==> config.mk <==
export PLATFORM = sky130hd
export DESIGN_NAME = nr_div_unit
export DESIGN_NICKNAME = d
export VERILOG_FILES = /design/src/rtl/nr_div_pkg.sv /design/src/rtl/nr_div_step.sv /design/src/rtl/nr_div_seq.sv /design/src/rtl/nr_div_unit.sv
export SDC_FILE = /design/constraint.sdc
export NUM_CORES = 1
export LEC_CHECK = 0
export BUFFER_PORTS_ARGS = -buffer_cell sky130_fd_sc_hd__buf_2
export CAP_MARGIN = 20
export CORE_MARGIN = 2
export CORE_UTILIZATION = 50
export CTS_CLUSTER_SIZE = 28
export DETAILED_ROUTE_END_ITERATION = 8
export GPL_ROUTABILITY_DRIVEN = 0
export PLACE_DENSITY = 0.78
export SETUP_SLACK_MARGIN = 0.4
export SLEW_MARGIN = 20
export SYNTH_ARGS = -nofsm -noshare
export SYNTH_HDL_FRONTEND = slang
export SYNTH_SLANG_ARGS = --single-unit
==> constraint.sdc <==
create_clock -name clk -period 4.05 [get_ports clk]
set_input_delay 0.2025 -clock clk [delete_from_list [all_inputs] [get_ports clk]]
set_output_delay 0.2025 -clock clk [all_outputs]
set_load 0.03 [all_outputs]
==> src/rtl/nr_div_pkg.sv <==
package nr_div_pkg;
   typedef enum logic [1:0] {
      OP_STEP = 2'b00,
      OP_SETU = 2'b01,
      OP_SETS = 2'b10,
      OP_RUN  = 2'b11
   } nrd_op_e;
endpackage

==> src/rtl/nr_div_step.sv <==
// One non-restoring iteration, purely combinational.
module nr_div_step #(
   parameter int W = 32
) (
   input  logic [W-1:0] rem,
   input  logic [W-1:0] dvs,
   input  logic         q_in,
   input  logic         m_in,
   input  logic         t_in,
   output logic [W-1:0] rem_nx,
   output logic         q_nx,
   output logic         t_nx
);
   logic [W-1:0] shifted;
   logic [W:0]   wide;
   logic         do_sub;

   always_comb begin
      shifted = {rem[W-2:0], t_in};
      do_sub  = (q_in == m_in);
      if (do_sub)
         wide = {1'b0, shifted} - {1'b0, dvs};
      else
         wide = {1'b0, shifted} + {1'b0, dvs};
      rem_nx = wide[W-1:0];
      // wide[W] is the borrow when subtracting and the carry when adding
      q_nx   = rem[W-1] ^ wide[W] ^ m_in;
      t_nx   = (q_nx == m_in);
   end
endmodule

==> src/rtl/nr_div_seq.sv <==
// Pass counter and quotient rotate register for a full unsigned run.
module nr_div_seq #(
   parameter int W = 32
) (
   input  logic         clk,
   input  logic         rst_n,
   input  logic         launch,
   input  logic [W-1:0] dividend,
   input  logic         bit_in,
   output logic         busy,
   output logic         done,
   output logic [W-1:0] quot,
   output logic         bit_out
);
   localparam int CW = $clog2(W);
   localparam logic [CW-1:0] LAST = CW'(W - 1);

   logic [CW-1:0] pass_q;

   always_ff @(posedge clk or negedge rst_n) begin
      if (!rst_n) begin
         pass_q <= '0;
         busy   <= 1'b0;
         done   <= 1'b0;
         quot   <= '0;
      end else begin
         done <= 1'b0;
         if (launch) begin
            pass_q <= '0;
            busy   <= 1'b1;
            // first rotate through a cleared T
            quot   <= {dividend[W-2:0], 1'b0};
         end else if (busy) begin
            quot <= {quot[W-2:0], bit_in};
            if (pass_q == LAST) begin
               busy <= 1'b0;
               done <= 1'b1;
            end
            pass_q <= pass_q + 1'b1;
         end
      end
   end

   assign bit_out = quot[W-1];
endmodule

==> src/rtl/nr_div_unit.sv <==
module nr_div_unit #(
   parameter int W      = 32,
   parameter bit SEQ_EN = 1'b1
) (
   input  logic         clk,
   input  logic         rst_n,
   input  logic         start,
   input  logic [1:0]   op,
   input  logic [W-1:0] rem_in,
   input  logic [W-1:0] divisor,
   output logic [W-1:0] rem_out,
   output logic         q_flag,
   output logic         m_flag,
   output logic         t_flag,
   output logic [W-1:0] quot,
   output logic         busy,
   output logic         done
);
   import nr_div_pkg::*;

   if (W < 2) begin : g_bad_width
      $error("nr_div_unit: W must be at least 2");
   end

   nrd_op_e      cmd;
   logic         idle_go;
   logic         go_run;
   logic [W-1:0] step_src;
   logic [W-1:0] rem_nx;
   logic         q_nx;
   logic         t_nx;
   logic         rot_bit;

   assign cmd      = nrd_op_e'(op);
   assign idle_go  = start && !busy;
   assign go_run   = idle_go && (cmd == OP_RUN) && SEQ_EN;
   assign step_src = busy ? rem_out : rem_in;

   nr_div_step #(.W(W)) step_i (
      .rem    (step_src),
      .dvs    (divisor),
      .q_in   (q_flag),
      .m_in   (m_flag),
      .t_in   (t_flag),
      .rem_nx (rem_nx),
      .q_nx   (q_nx),
      .t_nx   (t_nx)
   );

   if (SEQ_EN) begin : g_seq
      nr_div_seq #(.W(W)) seq_i (
         .clk      (clk),
         .rst_n    (rst_n),
         .launch   (go_run),
         .dividend (rem_in),
         .bit_in   (t_nx),
         .busy     (busy),
         .done     (done),
         .quot     (quot),
         .bit_out  (rot_bit)
      );
   end else begin : g_noseq
      assign busy    = 1'b0;
      assign done    = 1'b0;
      assign quot    = '0;
      assign rot_bit = 1'b0;
   end

   always_ff @(posedge clk or negedge rst_n) begin
      if (!rst_n) begin
         rem_out <= '0;
         q_flag  <= 1'b0;
         m_flag  <= 1'b0;
         t_flag  <= 1'b0;
      end else if (go_run) begin
         rem_out <= '0;
         q_flag  <= 1'b0;
         m_flag  <= 1'b0;
         t_flag  <= rem_in[W-1];
      end else if (busy) begin
         rem_out <= rem_nx;
         q_flag  <= q_nx;
         t_flag  <= rot_bit;
      end else if (idle_go) begin
         case (cmd)
            OP_STEP: begin
               rem_out <= rem_nx;
               q_flag  <= q_nx;
               t_flag  <= t_nx;
            end
            OP_SETU: begin
               q_flag <= 1'b0;
               m_flag <= 1'b0;
               t_flag <= 1'b0;
            end
            OP_SETS: begin
               q_flag <= rem_in[W-1];
               m_flag <= divisor[W-1];
               t_flag <= rem_in[W-1] ^ divisor[W-1];
            end
            default: ;
         endcase
      end
   end
endmodule

; ---- Yosys cells after proc, flatten, opt, wreduce, memory -nomap -nowiden
; Cells that the tools add are included.
[totals]
output_inout_bits = 69
elab_cells = 62
input_bits = 69
regBits = 74
[op_classes]
reduce_logical = 13
n_eq_ne = 7
n_mux = 28
add_sub_neg = 3
bitwise_logic = 3
[ops]
columns = operator, count
row1 = $mux 32, 7
row2 = $add 32x32->33, 1
row3 = $mux 33, 1
row4 = $sub 32x32->33, 1
row5 = $mux 1, 15
row6 = $mux 5, 2
row7 = $reduce_bool 3->1, 3
row8 = $pmux 1 s3, 2
row9 = $add 5x1->5 const B, 1
row10 = $eq 5x5->1 const B, 1
row11 = $reduce_bool 5->1, 1
row12 = $eq 2x2->1 const B, 2
row13 = $reduce_and 2->1, 2
row14 = $reduce_bool 2->1, 2
row15 = $reduce_and 3->1, 1
row16 = $xor 1x1->1, 3
row17 = $eq 1x1->1, 2
row18 = $eq 2x1->1 const B, 1
row19 = $logic_and 1x1->1, 2
row20 = $logic_not 2->1, 1
row21 = $ne 2x1->1 const B, 1
row22 = $pmux 1 s2, 1
row23 = $logic_not 1->1, 1

; ---- Logic depth before layout (Yosys ltp)
[logic_depth]
word_depth = 10
ltp_mapped = 19
ltp_nobuf = 19

; ---- Cells and area by module
; From an unflattened synthesis, not the netlist that was laid out.
[hier_totals]
hier_cells = 722
hier_area_um2 = 6418.7
[by_module_without_submodules]
columns = mod, seq_area_each_um2, cells_per_inst, instances, area_per_inst_um2
row1 = nr_div_step, 0.0, 347, 1, 2422.3
row2 = nr_div_unit, 875.8, 207, 1, 2164.6
row3 = nr_div_seq, 975.9, 168, 1, 1831.8

; ---- Worst setup path before layout
; No wires, ideal clock.
[synth_timing]
kind = register -> register
start = reg g_seq.seq_i.busy
end = reg t_flag
path_stages_with_launch = 15
synth_period_minus_slack_ns = 4.181
slack_ns = -0.131
setup_ns = 0.127
arrival_time_ns = 4.054
n_path_buf = 3
t_required_ns = 3.923
cell_sequence = dfrtp_1 -> clkbuf_1 -> clkbuf_1 -> clkbuf_1 -> mux2_2 -> ha_1 -> and3_1 -> nand3_1 -> a211oi_1 -> nor3_1 -> o41ai_1 -> a31oi_1 -> xnor2_1 -> o31ai_1 -> nand2_1
[synth_between]
elab_chain_len = 10
word_cells_on_any_way = 17
cone_classes = 2 x add/sub / 1 x eq/ne / 6 x mux / 2 x bitwise / 6 x reduce/logical
[synth_rtl]
columns = item, line
row1 = start: declaration, nr_div_seq.sv:10  ; output logic busy,
row2 = start signal: assignment, nr_div_seq.sv:23  ; busy <= 1'b0;
row3 = start signal: assignment, nr_div_seq.sv:30  ; busy <= 1'b1;
row4 = start signal: assignment, nr_div_seq.sv:36  ; busy <= 1'b0;
row5 = $mux 32, nr_div_unit.sv:37  ; assign step_src = busy ? rem_out : rem_in;
row6 = $add 32x32->33 or $sub 32x32->33 (tied branches), "nr_div_step.sv:24, nr_div_step.sv:22"
row7 = $mux 33, nr_div_step.sv:21  ; if (do_sub)
row8 = $xor 1x1->1 (2 in a row), nr_div_step.sv:27  ; q_nx = rem[W-1] ^ wide[W] ^ m_in;
row9 = $eq 1x1->1, nr_div_step.sv:28  ; t_nx = (q_nx == m_in);
row10 = $pmux 1 s3, nr_div_unit.sv:85  ; case (cmd)
row11 = $mux 1, nr_div_unit.sv:84  ; end else if (idle_go) begin
row12 = $mux 1, nr_div_unit.sv:80  ; end else if (busy) begin
row13 = $mux 1, nr_div_unit.sv:75  ; end else if (go_run) begin
row14 = end signal: assignment, nr_div_unit.sv:79  ; t_flag <= rem_in[W-1];
row15 = end signal: assignment, nr_div_unit.sv:83  ; t_flag <= rot_bit;
row16 = end signal: assignment, nr_div_unit.sv:89  ; t_flag <= t_nx;
row17 = end: declaration, nr_div_unit.sv:14  ; output logic t_flag,
; Parallel ways exist; a longest one is shown, timed or not. The select of a mux whose other input is x is not followed.
; A chain may end at the register's enable or synchronous reset.

; ---- Final worst setup path
[layout_timing]
start = in divisor[13]
end = reg t_flag
[layout_between]
elab_chain_len = 9
word_cells_on_any_way = 10
cone_classes = 2 x add/sub / 1 x eq/ne / 5 x mux / 2 x bitwise
[layout_rtl]
columns = item, line
row1 = start: declaration, nr_div_unit.sv:10  ; input logic [W-1:0] divisor,
row2 = $add 32x32->33 or $sub 32x32->33 (tied branches), "nr_div_step.sv:24, nr_div_step.sv:22"
row3 = $mux 33 (*), nr_div_step.sv:21
row4 = $xor 1x1->1 (*) (2 in a row), nr_div_step.sv:27
row5 = $eq 1x1->1 (*), nr_div_step.sv:28
row6 = $pmux 1 s3 (*), nr_div_unit.sv:85
row7 = $mux 1 (*), nr_div_unit.sv:84
row8 = $mux 1 (*), nr_div_unit.sv:80
row9 = $mux 1 (*), nr_div_unit.sv:75
; Every way passes the cells marked *; elsewhere a longest branch is shown, timed or not. The select of a mux whose other input is x is not followed.

==> metrics.md <==
| Metric | Value |
|---|---|
| # DRC | `0` |
| Final setup viols | `0` |
| Die Wd | `around 110 um` |
| Detail Route Antenna Nets | `0` |
| Final HPWL DP | `12190 um` |
| Global-route wire length before repair | `27180 um` |
| Period minus WS final | `3712 ps` |
| Total clock sinks | `74` |
| CP arrival | `roughly 4000 ps` |
| Max Freq | `269.4 MHz` |
| Synth Flop Type | `dfrtp_1` |
| DRT Wirelength | `16780 um` |
| Fill count | `878` |
| Tot GR Track Use | `26.84%` |
| Initial antenna violation count | `1` |
| Area Overhead vs Synth | `29.03%` |
| Synthesized area per cell | `8.840 sq um` |
| Fin. max-slew vios | `0` |
| Worst-Skew Late Latency | `~340 ps` |
| 1st-pass router iterations | `5` |
| Num CTS Buffers | `9` |
| Vias in the first global route | `5532` |
| CP Data Required Time | `approximately 4300 ps` |
| PortBufs | `137` |
| Post-synth ARST share | `100.0%` |
| Core Region | `10980 sq um` |
| Largest net degree at the start of global routing | `75` |
| Period utilisation layout | `around 90%` |
| Synth warn | `0` |
| Outcome | `finished clean` |
| CP Capture Type | `flop` |
| IO Pins | `138` |
| Sequential-to-total area share from yosys stat | `about a third` |
| Crit Path Category | `primary input to flop` |
| Post-Syn Area | `5702 sq um` |
| Setup crit start kind | `primary input` |
| Max-cap violations | `0` |
| Relative slew margins | `32.65%` |
| Vias | `5634` |
| Die ar. | `12270 sq um` |
| Post-synth EDFFs | `0` |
| Height of the die | `110.8 um` |
| Clk root buf | `clkbuf_16` |
| Fin Hold WS | `9.688 ps` |
| CTS Buffer Depth | `2` |
| CTS tree | `done` |
| Yosys cell types | `55` |
| Share of layout cells above drive strength 1 | `between 30% and 40%` |
| DR vias/cell | `5.918` |
| Layout Skew | `~4.7 ps` |
| Starting Density | `51.91%` |
| CP max FO | `5` |
| Cells after Synth | `645` |
| CTS H-tree depth | `3` |
| FF+latch count, synth | `74` |
| Worst-path clk slew | `roughly 60 ps` |
| Routed length per placed instance | `17.62 um` |
| Layout Nets | `just over 900` |
| Hold-fix buffers at CTS | `0` |
| Iter 0 DRT Violations | `305` |
| Total gr overflow | `0` |
| Hold Vio Cnt, Final | `0` |
| Slew of the pin with the lowest slew margin | `around 1000 ps` |
| Rows | `38` |
| Syn_nets | `753` |
| Worst Hold Class | `primary input to async pin` |
| RSZ-0062 raised after global routing | `true` |
## state kept, by name, indices dropped and copies added (netlist names)
register	flops
g_seq.seq_i.busy	1
g_seq.seq_i.done	1
g_seq.seq_i.pass_q	5
g_seq.seq_i.quot	32
m_flag	1
q_flag	1
rem_out	32
t_flag	1
## stage by stage
step / instances / utilization, % / setup slack (ps) / area [sq um] / setup TNS, ps
floorplan: 645 / - / 362.8 / 5806 / 0
global placement: 920 / 61.59 / 26.84 / 6764 / 0
detailed placement: 920 / 61.59 / -143.2 / 6764 / -289.1
CTS: 940 / 65.25 / 368.1 / 7167 / 0
global route: 952 / 66.99 / 261.9 / 7357 / 0
finish: 952 / 66.99 / 337.7 / 7357 / 0
## Yosys cell counts, types with 14 or more instances
| cell | n | area share [%] |
|---|---|---|
| a21o_1 | 15 | 2.0 |
| a21oi_1 | 41 | 3.6 |
| a22o_1 | 21 | 3.2 |
| a22oi_1 | 32 | 4.2 |
| clkbuf_1 | 24 | 1.6 |
| dfrtp_1 | 74 | 32 |
| ha_1 | 38 | 8.3 |
| inv_1 | 19 | 1.3 |
| mux2_2 | 30 | 5.9 |
| nand2_1 | 104 | 6.8 |
| nor2_1 | 29 | 1.9 |
| o21ai_0 | 24 | 2.1 |
| o31ai_1 | 14 | 1.8 |
| xnor2_1 | 40 | 6.1 |
| xor2_1 | 21 | 3.2 |
## routing by layer
layer / vias to the layer above / track usage [%] / share of wire [%]
li1: 2678 / - / -
met1: 2702 / 33.84 / 42
met2: 214 / 46.13 / 49
met3: 40 / 4.975 / 5.7
met4: 0 / 9.417 / 3.0
met5: - / 0 / 0
## cell type report
class / count / area, sq um / area share (%)
Multi-Input combinational cell: 525 / 3934 / 53.47
Sequential cell: 74 / 1858 / 25.26
Timing Repair Buffer: 177 / 1013 / 13.78
Clock buffer: 15 / 297.8 / 4.048
Tap cell: 140 / 175.2 / 2.381
Inverter: 19 / 71.32 / 0.9694
Clock inverter: 1 / 5.005 / 0.06803
Antenna cell: 1 / 2.502 / 0.03401
## path summary, 6_finish.rpt
path                             start              endpoint  slack (ps)  cells past startpoint
max                        divisor[13]                t_flag         340                     17
min                              rst_n  g_seq.seq_i.quot[17]          10                      1
max reg2reg                     q_flag           rem_out[26]         590                     15
min reg2reg                 rem_out[3]            rem_out[3]         500                      2
max in group asynchronous        rst_n      g_seq.seq_i.busy        3310                      1
min in group clk            rem_in[10]  g_seq.seq_i.quot[11]          90                      3
## layout by cell type (no fill, tap or decap), types with 5 or more instances in the layout
cell type and instances:
a22o_1 21, o21ai_0 21, a22oi_1 32, clkbuf_8 5, buf_2 134, o21a_1 5
o41ai_1 5, mux2_2 30, nor2_2 5, nor2_1 23, o21bai_1 5, a211oi_1 5
nor2b_1 5, ha_1 36, clkbuf_16 9, a21oi_1 37, xnor2_1 37, buf_4 40
dfrtp_1 71, nand2_1 102, nor3_1 9, o31ai_1 13, a21o_1 15, inv_1 19
nand3_1 12, xor2_1 20
## worst max-delay path, stage by stage
cell,delay [ps]
buf_6,90
or4_4,570
nor4_4,190
or4b_4,570
or3b_4,430
nor3_4,210
nor2_2,50
xnor2_1,120
ha_2,370
nor2_4,50
nor3b_2,220
o21ai_1,130
a21oi_2,190
a31oi_4,70
xnor2_2,170
o31ai_1,220
nand2_1,70
## logic make-up after synthesis
logic type / after synthesis / synth area share (%)
compound gates: 190 / 23.20
xor+xnor: 62 / 9.656
fa+ha+maj: 39 / 8.690
buf+inv: 46 / 3.094
flops: 74 / 32.48
mux: 32 / 6.276
simple gates: 202 / 16.61
## what timing repair did
action | CTS | global route
gates cloned | 0 | 0
endpoints found under the setup margin | 8 | 13
gates resized for setup | 10 | 23
setup buffers | 4 | 11
pin swaps | 2 | 15
Power is not shown: default switching activity piles up to over one toggle a cycle in this logic, so the estimate is an artifact.
